## src/rtl/spi_ctl_pkg.sv

```systemverilog
package spi_ctl_pkg;
  localparam logic [1:0] ADDR_CTRL  = 2'd0;
  localparam logic [1:0] ADDR_STAT  = 2'd1;
  localparam logic [1:0] ADDR_DATA  = 2'd2;
  localparam logic [1:0] ADDR_MATCH = 2'd3;

  localparam int CB_WIDE  = 3;
  localparam int SB_MATCH = 2;
  localparam int SB_FAULT = 3;

  typedef struct packed {
    logic mie;     // bit 6 match interrupt enable
    logic ssoe;    // bit 5 select output enable
    logic flten;   // bit 4 mode-fault function enable
    logic wide;    // bit 3 16-bit frames
    logic lsb;     // bit 2 least significant bit first
    logic master;  // bit 1 master role
    logic en;      // bit 0 block enable
  } ctrl_t;

  typedef enum logic [1:0] {MS_IDLE, MS_SETUP, MS_HOLD, MS_TAIL} mstate_t;
endpackage

```

## src/rtl/spi_ctl_regs.sv

```systemverilog
module spi_ctl_regs
  import spi_ctl_pkg::*;
#(
  parameter int DW = 16,
  parameter int NW = 8
) (
  input  logic          clk,
  input  logic          rst_n,
  input  logic [1:0]    addr,
  input  logic          wr,
  input  logic          rd,
  input  logic [DW-1:0] wdata,
  output logic [DW-1:0] rdata,
  input  logic          done,
  input  logic [DW-1:0] rx_word,
  input  logic          take,
  input  logic          fault_hit,
  output ctrl_t         ctrl,
  output logic [DW-1:0] tx_buf,
  output logic          tx_empty,
  output logic          abort,
  output logic          match_flag,
  output logic          fault_flag,
  output logic          irq
);
  localparam logic [DW-1:0] NMASK = {{(DW-NW){1'b0}}, {NW{1'b1}}};

  ctrl_t         ctrl_q, ctrl_d;
  logic [DW-1:0] tx_q, tx_d, rx_q, rx_d, mreg_q, mreg_d;
  logic          txe_q, txe_d, rxf_q, rxf_d, mf_q, mf_d, ff_q, ff_d;
  logic          arm_m_q, arm_m_d, arm_f_q, arm_f_d;
  logic [DW-1:0] wmask, rx_act;
  logic          wr_ctrl, wr_stat, wr_data, wr_match, rd_stat, rd_data;

  always_comb begin
    wmask    = ctrl_q.wide ? {DW{1'b1}} : NMASK;
    rx_act   = rx_word & wmask;
    wr_ctrl  = wr && (addr == ADDR_CTRL);
    wr_stat  = wr && (addr == ADDR_STAT);
    wr_data  = wr && (addr == ADDR_DATA);
    wr_match = wr && (addr == ADDR_MATCH);
    rd_stat  = rd && (addr == ADDR_STAT);
    rd_data  = rd && (addr == ADDR_DATA);
    abort    = wr_ctrl && ctrl_q.master && (wdata[CB_WIDE] != ctrl_q.wide);

    ctrl_d = ctrl_q; tx_d = tx_q; rx_d = rx_q; mreg_d = mreg_q;
    txe_d = txe_q; rxf_d = rxf_q; mf_d = mf_q; ff_d = ff_q;
    arm_m_d = arm_m_q; arm_f_d = arm_f_q;

    if (wr_ctrl)  ctrl_d = ctrl_t'(wdata[6:0]);
    if (take)     txe_d = 1'b1;
    if (wr_data) begin
      tx_d  = wdata;
      txe_d = 1'b0;
    end
    if (wr_match) mreg_d = wdata;
    if (rd_data)  rxf_d = 1'b0;
    if (done) begin
      rx_d  = rx_act;
      rxf_d = 1'b1;
      if (rx_act == (mreg_q & wmask)) mf_d = 1'b1;
    end
    if (rd_stat) begin
      arm_m_d = mf_q;
      arm_f_d = ff_q;
    end
    if (wr_stat) begin
      if (wdata[SB_MATCH] && arm_m_q) mf_d = 1'b0;
      if (wdata[SB_FAULT] && arm_f_q) ff_d = 1'b0;
      arm_m_d = 1'b0;
      arm_f_d = 1'b0;
    end
    if (fault_hit) begin
      ff_d          = 1'b1;
      ctrl_d.master = 1'b0;
    end
    if (abort) begin
      txe_d = 1'b1; rxf_d = 1'b0; mf_d = 1'b0; ff_d = 1'b0;
      arm_m_d = 1'b0; arm_f_d = 1'b0;
    end
  end

  always_ff @(posedge clk or negedge rst_n) begin
    if (!rst_n) begin
      ctrl_q <= '0; tx_q <= '0; rx_q <= '0; mreg_q <= '0;
      txe_q <= 1'b1; rxf_q <= 1'b0; mf_q <= 1'b0; ff_q <= 1'b0;
      arm_m_q <= 1'b0; arm_f_q <= 1'b0;
    end else begin
      ctrl_q <= ctrl_d; tx_q <= tx_d; rx_q <= rx_d; mreg_q <= mreg_d;
      txe_q <= txe_d; rxf_q <= rxf_d; mf_q <= mf_d; ff_q <= ff_d;
      arm_m_q <= arm_m_d; arm_f_q <= arm_f_d;
    end
  end

  always_comb begin
    case (addr)
      ADDR_CTRL: rdata = {{(DW-7){1'b0}}, ctrl_q};
      ADDR_STAT: rdata = {{(DW-4){1'b0}}, ff_q, mf_q, txe_q, rxf_q};
      ADDR_DATA: rdata = rx_q;
      default:   rdata = mreg_q;
    endcase
  end

  assign ctrl       = ctrl_q;
  assign tx_buf     = tx_q;
  assign tx_empty   = txe_q;
  assign match_flag = mf_q;
  assign fault_flag = ff_q;
  assign irq        = mf_q & ctrl_q.mie;
endmodule

```

## src/rtl/spi_ctl_ssdec.sv

```systemverilog
module spi_ctl_ssdec (
  input  logic en,
  input  logic master,
  input  logic flt_en,
  input  logic out_en,
  input  logic busy,
  output logic ss_o,
  output logic ss_oe,
  output logic fault_watch
);
  always_comb begin
    ss_oe       = en & master & flt_en & out_en;
    fault_watch = en & master & flt_en & ~out_en;
    ss_o        = ~(busy & master);
  end
endmodule

```

## src/rtl/spi_ctl_shift.sv

```systemverilog
module spi_ctl_shift
  import spi_ctl_pkg::*;
#(
  parameter int DW       = 16,
  parameter int NW       = 8,
  parameter int HALF_DIV = 4
) (
  input  logic          clk,
  input  logic          rst_n,
  input  logic          en,
  input  logic          master,
  input  logic          lsb,
  input  logic          wide,
  input  logic          abort,
  input  logic [DW-1:0] tx_buf,
  input  logic          tx_empty,
  input  logic          sck_i,
  input  logic          mosi_i,
  input  logic          miso_i,
  input  logic          ss_i,
  output logic          take,
  output logic          done,
  output logic [DW-1:0] rx_word,
  output logic          busy,
  output logic          sck_o,
  output logic          mosi_o,
  output logic          miso_o,
  output logic          selected
);
  localparam int CW = (HALF_DIV > 1) ? $clog2(HALF_DIV) : 1;
  localparam int BW = $clog2(DW);
  localparam logic [CW-1:0] DIV_END = CW'(HALF_DIV - 1);

  mstate_t       st_q, st_d;
  logic [CW-1:0] div_q, div_d;
  logic [BW-1:0] cnt_q, cnt_d, last, pos;
  logic [DW-1:0] txw_q, txw_d, rxw_q, rxw_d;
  logic          done_q, done_d;
  logic [2:0]    sck_s, ss_s;
  logic [1:0]    mosi_s;
  logic          half, run_m, s_rise, s_fall, ss_fall;

  always_ff @(posedge clk or negedge rst_n) begin
    if (!rst_n) begin
      sck_s <= 3'b000; ss_s <= 3'b111; mosi_s <= 2'b00;
    end else begin
      sck_s  <= {sck_s[1:0], sck_i};
      ss_s   <= {ss_s[1:0], ss_i};
      mosi_s <= {mosi_s[0], mosi_i};
    end
  end

  always_comb begin
    selected = ~ss_s[1];
    s_rise   = sck_s[1] & ~sck_s[2];
    s_fall   = ~sck_s[1] & sck_s[2];
    ss_fall  = ss_s[2] & ~ss_s[1];
    last     = wide ? BW'(DW - 1) : BW'(NW - 1);
    pos      = lsb ? cnt_q : (last - cnt_q);
    half     = (div_q == DIV_END);
    run_m    = en & master;

    st_d = st_q; div_d = div_q; cnt_d = cnt_q;
    txw_d = txw_q; rxw_d = rxw_q; done_d = 1'b0; take = 1'b0;

    if (run_m) begin
      if (st_q != MS_IDLE) div_d = half ? '0 : div_q + 1'b1;
      case (st_q)
        MS_IDLE: if (!tx_empty) begin
          take = 1'b1; txw_d = tx_buf; cnt_d = '0; div_d = '0; st_d = MS_SETUP;
        end
        MS_SETUP: if (half) begin
          st_d = MS_HOLD;
          rxw_d[pos] = miso_i;
        end
        MS_HOLD: if (half) begin
          if (cnt_q == last) st_d = MS_TAIL;
          else begin
            cnt_d = cnt_q + 1'b1;
            st_d  = MS_SETUP;
          end
        end
        default: if (half) begin
          st_d   = MS_IDLE;
          done_d = 1'b1;
        end
      endcase
    end else begin
      st_d  = MS_IDLE;
      div_d = '0;
      if (en) begin
        if (!selected) cnt_d = '0;
        if (ss_fall) begin
          txw_d = tx_buf;
          take  = ~tx_empty;
          cnt_d = '0;
        end else if (selected && s_rise) begin
          rxw_d[pos] = mosi_s[1];
          done_d     = (cnt_q == last);
        end else if (selected && s_fall) begin
          cnt_d = (cnt_q == last) ? '0 : cnt_q + 1'b1;
        end
      end
    end

    if (abort) begin
      st_d = MS_IDLE; div_d = '0; cnt_d = '0; done_d = 1'b0;
    end
  end

  always_ff @(posedge clk or negedge rst_n) begin
    if (!rst_n) begin
      st_q <= MS_IDLE; div_q <= '0; cnt_q <= '0;
      txw_q <= '0; rxw_q <= '0; done_q <= 1'b0;
    end else begin
      st_q <= st_d; div_q <= div_d; cnt_q <= cnt_d;
      txw_q <= txw_d; rxw_q <= rxw_d; done_q <= done_d;
    end
  end

  assign busy    = (st_q != MS_IDLE);
  assign sck_o   = (st_q == MS_HOLD);
  assign mosi_o  = busy ? txw_q[pos] : 1'b0;
  assign miso_o  = txw_q[pos];
  assign done    = done_q;
  assign rx_word = rxw_q;
endmodule

```

## src/rtl/spi_ctl.sv

```systemverilog
module spi_ctl
  import spi_ctl_pkg::*;
#(
  parameter int DW       = 16,
  parameter int NW       = 8,
  parameter int HALF_DIV = 4
) (
  input  logic          clk,
  input  logic          rst_n,
  input  logic [1:0]    reg_addr,
  input  logic          reg_wr,
  input  logic          reg_rd,
  input  logic [DW-1:0] reg_wdata,
  output logic [DW-1:0] reg_rdata,
  output logic          irq_match,
  output logic          sck_o,
  output logic          sck_oe,
  input  logic          sck_i,
  output logic          mosi_o,
  output logic          mosi_oe,
  input  logic          mosi_i,
  output logic          miso_o,
  output logic          miso_oe,
  input  logic          miso_i,
  output logic          ss_o,
  output logic          ss_oe,
  input  logic          ss_i
);
  logic [1:0]    rs_q;
  logic          rst_ni;
  ctrl_t         ctrl;
  logic [DW-1:0] tx_buf, rx_word;
  logic          tx_empty, take, selected, fault_watch, fault_hit;
  logic          busy_w, done_w, abort_w, match_w, fault_w;

  always_ff @(posedge clk or negedge rst_n) begin
    if (!rst_n) rs_q <= 2'b00;
    else        rs_q <= {rs_q[0], 1'b1};
  end
  assign rst_ni = rs_q[1];

  spi_ctl_regs #(.DW(DW), .NW(NW)) u_regs (
    .clk(clk), .rst_n(rst_ni), .addr(reg_addr), .wr(reg_wr), .rd(reg_rd),
    .wdata(reg_wdata), .rdata(reg_rdata), .done(done_w), .rx_word(rx_word),
    .take(take), .fault_hit(fault_hit), .ctrl(ctrl), .tx_buf(tx_buf),
    .tx_empty(tx_empty), .abort(abort_w), .match_flag(match_w),
    .fault_flag(fault_w), .irq(irq_match)
  );

  spi_ctl_shift #(.DW(DW), .NW(NW), .HALF_DIV(HALF_DIV)) u_shift (
    .clk(clk), .rst_n(rst_ni), .en(ctrl.en), .master(ctrl.master),
    .lsb(ctrl.lsb), .wide(ctrl.wide), .abort(abort_w), .tx_buf(tx_buf),
    .tx_empty(tx_empty), .sck_i(sck_i), .mosi_i(mosi_i), .miso_i(miso_i),
    .ss_i(ss_i), .take(take), .done(done_w), .rx_word(rx_word),
    .busy(busy_w), .sck_o(sck_o), .mosi_o(mosi_o), .miso_o(miso_o),
    .selected(selected)
  );

  spi_ctl_ssdec u_ssdec (
    .en(ctrl.en), .master(ctrl.master), .flt_en(ctrl.flten),
    .out_en(ctrl.ssoe), .busy(busy_w), .ss_o(ss_o), .ss_oe(ss_oe),
    .fault_watch(fault_watch)
  );

  assign fault_hit = fault_watch & selected;
  assign sck_oe    = ctrl.en & ctrl.master;
  assign mosi_oe   = ctrl.en & ctrl.master;
  assign miso_oe   = ctrl.en & ~ctrl.master & selected;
endmodule

```

## config.mk

```make
export PLATFORM = sky130hd
export DESIGN_NAME = spi_ctl
export DESIGN_NICKNAME = d
export VERILOG_FILES = /design/src/rtl/spi_ctl_pkg.sv /design/src/rtl/spi_ctl_regs.sv /design/src/rtl/spi_ctl_ssdec.sv /design/src/rtl/spi_ctl_shift.sv /design/src/rtl/spi_ctl.sv
export SDC_FILE = /design/constraint.sdc
export NUM_CORES = 1
export LEC_CHECK = 0
export ABC_CLOCK_PERIOD_IN_PS = 3740
export CAP_MARGIN = 20
export CORE_MARGIN = 1
export CORE_UTILIZATION = 58
export DETAILED_ROUTE_END_ITERATION = 8
export PLACE_DENSITY = 0.8
export SKIP_LAST_GASP = 1
export SLEW_MARGIN = 15
export SYNTH_ARGS = -nofsm -noshare
export SYNTH_HDL_FRONTEND = slang
export SYNTH_SLANG_ARGS = --single-unit
```

## constraint.sdc

```tcl
create_clock -name clk -period 3.74 [get_ports clk]
set_clock_uncertainty 0.1 [all_clocks]
set_input_delay 0.561 -clock clk [delete_from_list [all_inputs] [get_ports clk]]
set_output_delay 0.561 -clock clk [all_outputs]
set_load 0.05 [all_outputs]
```

**After elaboration in Yosys (flattened, before gate mapping)**

Index checks and enable logic that the tools add are counted.

- Bits in registers: 112
- Bits in read-only memories: 0
- Bits in latches: 0
- RAM bits: 0
- Bits of input ports: 26
- Logic and storage cells: 187
- Memories kept: 0

- Order comparisons: 2
- $mul: 0
- Shift operators: 0
- $add $sub $neg: 3
- Mux-type cells: 83
- Reduce and logical (&&, ||, !) cells: 32
- Bitwise operators: 21
- Equal/unequal tests: 20
- Divide/modulo/power cells: 0

Operators by type and width:

| operator | count |
|---|---|
| 16-bit 2-to-1 mux | 12 |
| 4-bit 2-to-1 mux | 13 |
| 16-bit one-hot mux with 3 select lines | 1 |
| 1-bit 2-to-1 mux | 37 |
| 16-bit AND | 2 |
| 16-bit bitwise mux | 2 |
| 2-bit 2-to-1 mux | 14 |
| 3-bit nonzero test | 6 |
| 16-bit == test | 1 |
| 1-bit logical AND | 13 |
| 1-bit AND | 12 |
| 5-bit AND reduction | 2 |
| 2-bit nonzero test | 5 |
| 2-bit == test, second input constant | 4 |
| 4-bit by 2-bit != test with 1-bit output, second input constant | 2 |
| 4-bit != test, second input constant | 2 |
| 4-bit one-hot mux with 2 select lines | 1 |
| 4-bit AND reduction | 2 |
| 1-bit inverter | 7 |
| 2-bit by 1-bit != test with 1-bit output, second input constant | 3 |
| 2-bit one-hot mux with 3 select lines | 1 |
| 4-bit by 5-bit less-than comparator with 1-bit output, second input constant | 1 |
| 4-bit by 1-bit adder with 4-bit output, second input constant | 1 |
| 1-bit binary-select mux with 4-bit select | 1 |
| other kinds (13) | 16 |

**Depth between registers and ports, before layout**

- Depth in word-level cells: 12
- Mapped depth: 7
- Mapped depth without buffers: 6

**By module**

Synthesis repeated with hierarchy kept, for this count alone.

- Cell total of the unflattened synthesis: 496
- Area total of the unflattened synthesis: 5758.0 µm²

By module, submodules not included:

| module | times used | area an instance (µm²) | cells each |
|---|---|---|---|
| spi_ctl_regs | 1 | 2931.6 | 230 |
| spi_ctl_shift | 1 | 2718.9 | 256 |
| spi_ctl | 1 | 83.8 | 7 |
| spi_ctl_ssdec | 1 | 23.8 | 3 |

**Least setup slack after synthesis**

Ideal clock, no wire load.

- Path kind: register -> output
- From: reg u_shift.cnt_q[0]
- To: out mosi_o
- Required time: 3.079 ns
- Arrival time: 2.487 ns
- Slack: 0.592 ns
- Buffers on the path: 2
- Stages on the path, launching flop included: 8
- Cells stage by stage: dfrtp_1 > buf_2 > buf_2 > nor3b_1 > o22ai_1 > a311oi_1 > a31o_1 > nor2b_1

- Cells in the longest elaborated chain, start to end: 5

RTL lines:

| element | RTL line | RTL |
|---|---|---|
| from (decl) | spi_ctl_shift.sv:36 | `logic [BW-1:0] cnt_q, cnt_d, last, pos;` |
| from (signal assigned) | spi_ctl_shift.sv:116 | `st_q <= st_d; div_q <= div_d; cnt_q <= cnt_d;` |
| 4-bit subtractor | spi_ctl_shift.sv:59 | `pos = lsb ? cnt_q : (last - cnt_q);` |
| 4-bit 2-to-1 mux (*) | spi_ctl_shift.sv:59 |  |
| 1-bit binary-select mux with 4-bit select (*) | -- |  |
| 1-bit 2-to-1 mux (*) | -- |  |
| via miso_o | spi_ctl.sv:22 | `output logic miso_o,` |
| 1-bit 2-to-1 mux (*) | spi_ctl_shift.sv:123 | `assign mosi_o = busy ? txw_q[pos] : 1'b0;` |
| to (decl) | spi_ctl.sv:19 | `output logic mosi_o,` |

The timed path passes the listed nets; every way through them passes the cells marked *. The select of a mux whose other input is x is not followed.

**Worst setup path in the final report**

- From: reg u_shift.cnt_q[0]
- To: out mosi_o

- Cells in the longest elaborated chain, start to end: 5

RTL lines:

| element | RTL line |
|---|---|
| 4-bit subtractor | spi_ctl_shift.sv:59 |
| 4-bit 2-to-1 mux (*) | spi_ctl_shift.sv:59 |
| 1-bit binary-select mux with 4-bit select (*) | spi_ctl_shift.sv:123 |
| 1-bit 2-to-1 mux (not written as such) (*) | spi_ctl_shift.sv:123 |
| 1-bit 2-to-1 mux (*) | spi_ctl_shift.sv:123 |

Mark *: on every way between the ends. The rest lies on a longest branch, timed or not. The select of a mux whose other input is x is not followed.

==> out/metrics.yaml <==
fin_nets: 540
syn_to_final_growth_pct: 13.0
grt_pass1_vias: 3932
row_count: 35
ctsHtreeMaxLevel: 3
vdd_drop_max_mv: 0.315
cp_max_fo: 20
hp-class: "flip-flop to async pin"
power_frac_comb: 0.289
pin_count: 51
yosysWarnings: 0
slew_headroom: 0.368
p_leak_nw: 2.67
setup_viol: 0
cts_root_buf: "clkbuf_8"
ys_types: 59
critical_path_buf_inv_count: 1
synth_most_common_cell: "dfrtp_1"
intPower_w: 0.00216
finalCritPeriodShare: 0.948
synth_edf_count: 0
cp.depth: 6
clk_pin_slew_ps: 110
grt_overflow_total: 0
place_congestion: 0.883
syn-instance-count: 472
viasPerCell: 5.87
diodes: 0
fmax_mhz: 282
cts.sinks: 112
grt.total_usage: 0.262
sw_frac_of_total: 0.354
grt_max_degree: 43
cts_buffers: 9
crit_type: "flip-flop to output pin"
post-cts-setup-buffer-count: 0
dr.pass1.iters: 4
grt_setup_unrepaired: "false"
crit_path_max_incr_delay_ps: 710
clkPwrFrac: 0.203
routed_wl_mm: 12.1
die_h_um: 100
p_per_area_nw_per_um2: 530
vias: 3789
antenna_found_initial: 0
fillCellCount: 711
startpoint: "u_shift.cnt_q[0]"
status: "finished clean"
fin_tns_setup_ps: 0
cp_top_family: "buffers and inverters"
p_seq_frac: 0.507
grt_first_pass_wirelength_mm: 19.8
synth-seq-area-share: 0.503
synth_area_um2: 5580
initial_core_util: 0.601
register_area_um2: 2810
clk_path_buf_depth: 2
die_x_um: 100
rr_startpoint: "u_regs.ctrl[1]"
synth_ff_type: "dfrtp_1"
finalPower_w: 0.00334
min_period_ps: 3540
worstRegToRegCells: 5
io_buffers: 50
ys_ff_latch: 112
routedWlPerCell_um: 18.8
hold_viol_final: 0
synth_area_leaders: "dfrtp_1 48%, mux2_1 8.7%, mux2_2 7.9%"
die_area_um2: 10000
crit_arrival_ps: 2880
r2r_end: "u_shift.rx_word[2]"
crit_chain: "mux4_2 > o22ai_1 > a311oi_1 > a31o_1 > nor2b_1 > clkdlybuf4s50_1"
insertion_delay_ps: 380
maxSlewViolCount: 0
multi_input_area_um2: 2580
yosys.area.top_type: "dfrtp_1"
max_cap_violations: 0
synth.top_cells.by_count: "108 x dfrtp_1, 43 x mux2_1, 39 x mux2_2"
ys_async_sr_fraction: 1.00
drive_gt1_frac: 0.197
syn_nets: 500
crit_path_start_kind: "flip-flop"
drt_iter0_drc: 168
hpwl_mm: 8.93
ant_nets: 0
required_ps: 3080
critical_path.endpoint: "mosi_o"
core_area_um2: 9280
final_core_util: 0.679
tritoncts: "done"
cp-end-kind: "output pin"
synth_top_area_frac: 0.485
worst_pin_slew_ps: 948
cpMaxStageDelayCell: "clkdlybuf4s50_1"
reg2reg_setup_slack_ps: 1320
postSynthAreaPerCell_um2: 11.8
power.switching_w: 0.00118
drc: 0
## power by group through the flow
stage                     combinational (W)  clock (W)  sequential, W
final                              0.000967   0.000680        0.00170
after global routing                0.00104   0.000733        0.00173
after CTS                          0.000972   0.000693        0.00169
after detailed placement           0.000966          0        0.00172
after global placement             0.000933          0        0.00170
after floorplan                    0.000766          0        0.00161
## per-layer routing
layer	vias up	GRT usage	share of wire
li1	1753	-	-
met1	1911	0.352	0.44
met4	0	0.111	0.025
met3	24	0.0474	0.047
met2	101	0.423	0.49
met5	-	0	0
## cells in the final DEF, fill, tap and decap left out, types with 3 or more instances in the layout
cell type	n
nor2_1	14
dfrtp_1	105
nor3b_1	3
xnor2_1	14
nand2b_1	11
and2_1	5
nor2b_1	16
and3_1	3
a22o_1	4
mux2i_1	19
o22ai_1	5
nand3_1	14
nand2_1	27
o22a_1	3
clkbuf_8	10
xor2_1	4
a311oi_1	3
mux4_2	6
clkdlybuf4s50_1	34
buf_4	23
a21oi_1	20
mux2_1	43
o21ai_0	15
nand3b_1	3
nor3_2	4
inv_1	14
nand4_1	5
nor3_1	5
mux2_2	39
dfstp_2	4
o21ai_1	3
## kinds of logic (layout without fill, tap and decap cells)
group                    Yosys count  count (layout)  share of synthesized area
AND/OR/NAND/NOR                  121             121                      0.122
flip-flops                       112             112                      0.503
multiplexers                     107             107                      0.224
AO/OA/AOI/OAI                     68              68                     0.0806
buffers and inverters             42              87                     0.0339
XOR/XNOR                          19              19                     0.0312
adder cells (fa/ha/maj)            2               2                    0.00449
other                              1               1                   0.000672
## per-stage QoR
stage	cells	worst slack, ps	instance area, um^2	hold WS, ps
3_5_place_dp	630	399	6120	201
2_1_floorplan	472	296	5580	165
4_1_cts	646	51.3	6300	209
6_report	646	195	6300	186
5_1_grt	646	31.9	6300	227
3_3_place_gp	630	452	6120	189
## final cells by class
cell class	instances	share of cell area
Timing Repair Buffer	57	0.0814
Clock inverter	5	0.00635
Sequential cell	112	0.446
Tap cell	129	0.0256
Clock buffer	11	0.0224
Multi-Input combinational cell	318	0.409
Inverter	14	0.00834
## sequential cells by signal, summed over array words and instances, names as in the netlist, 2 cells and up
| register | cells |
|---|---|
| u_shift.mosi_s | 2 |
| u_regs.rx_q | 16 |
| u_shift.cnt_q | 4 |
| u_regs.mreg_q | 16 |
| u_regs.ctrl | 7 |
| u_shift.sck_s | 3 |
| u_shift.txw_q | 16 |
| u_shift.st_q | 2 |
| u_shift.ss_s | 3 |
| u_regs.tx_buf | 16 |
| rs_q | 2 |
| u_shift.rx_word | 16 |
| u_shift.div_q | 2 |
## worst min path at each step
stage	end	slack, ps	cells after the start
after global placement	u_shift.mosi_s[0]	190	0
after detailed placement	u_shift.mosi_s[0]	200	0
after floorplan	rs_q[0]	170	0
after CTS	u_shift.mosi_s[0]	210	0
final	u_shift.mosi_s[0]	190	0
after global routing	rs_q[1]	230	1
## what timing repair did
item                                    in CTS  in global routing
gates resized for setup                      1                  1
endpoints found under the setup margin       1                  1
hold buffers                                 0                  0
Power figures use the tool's default switching activity.
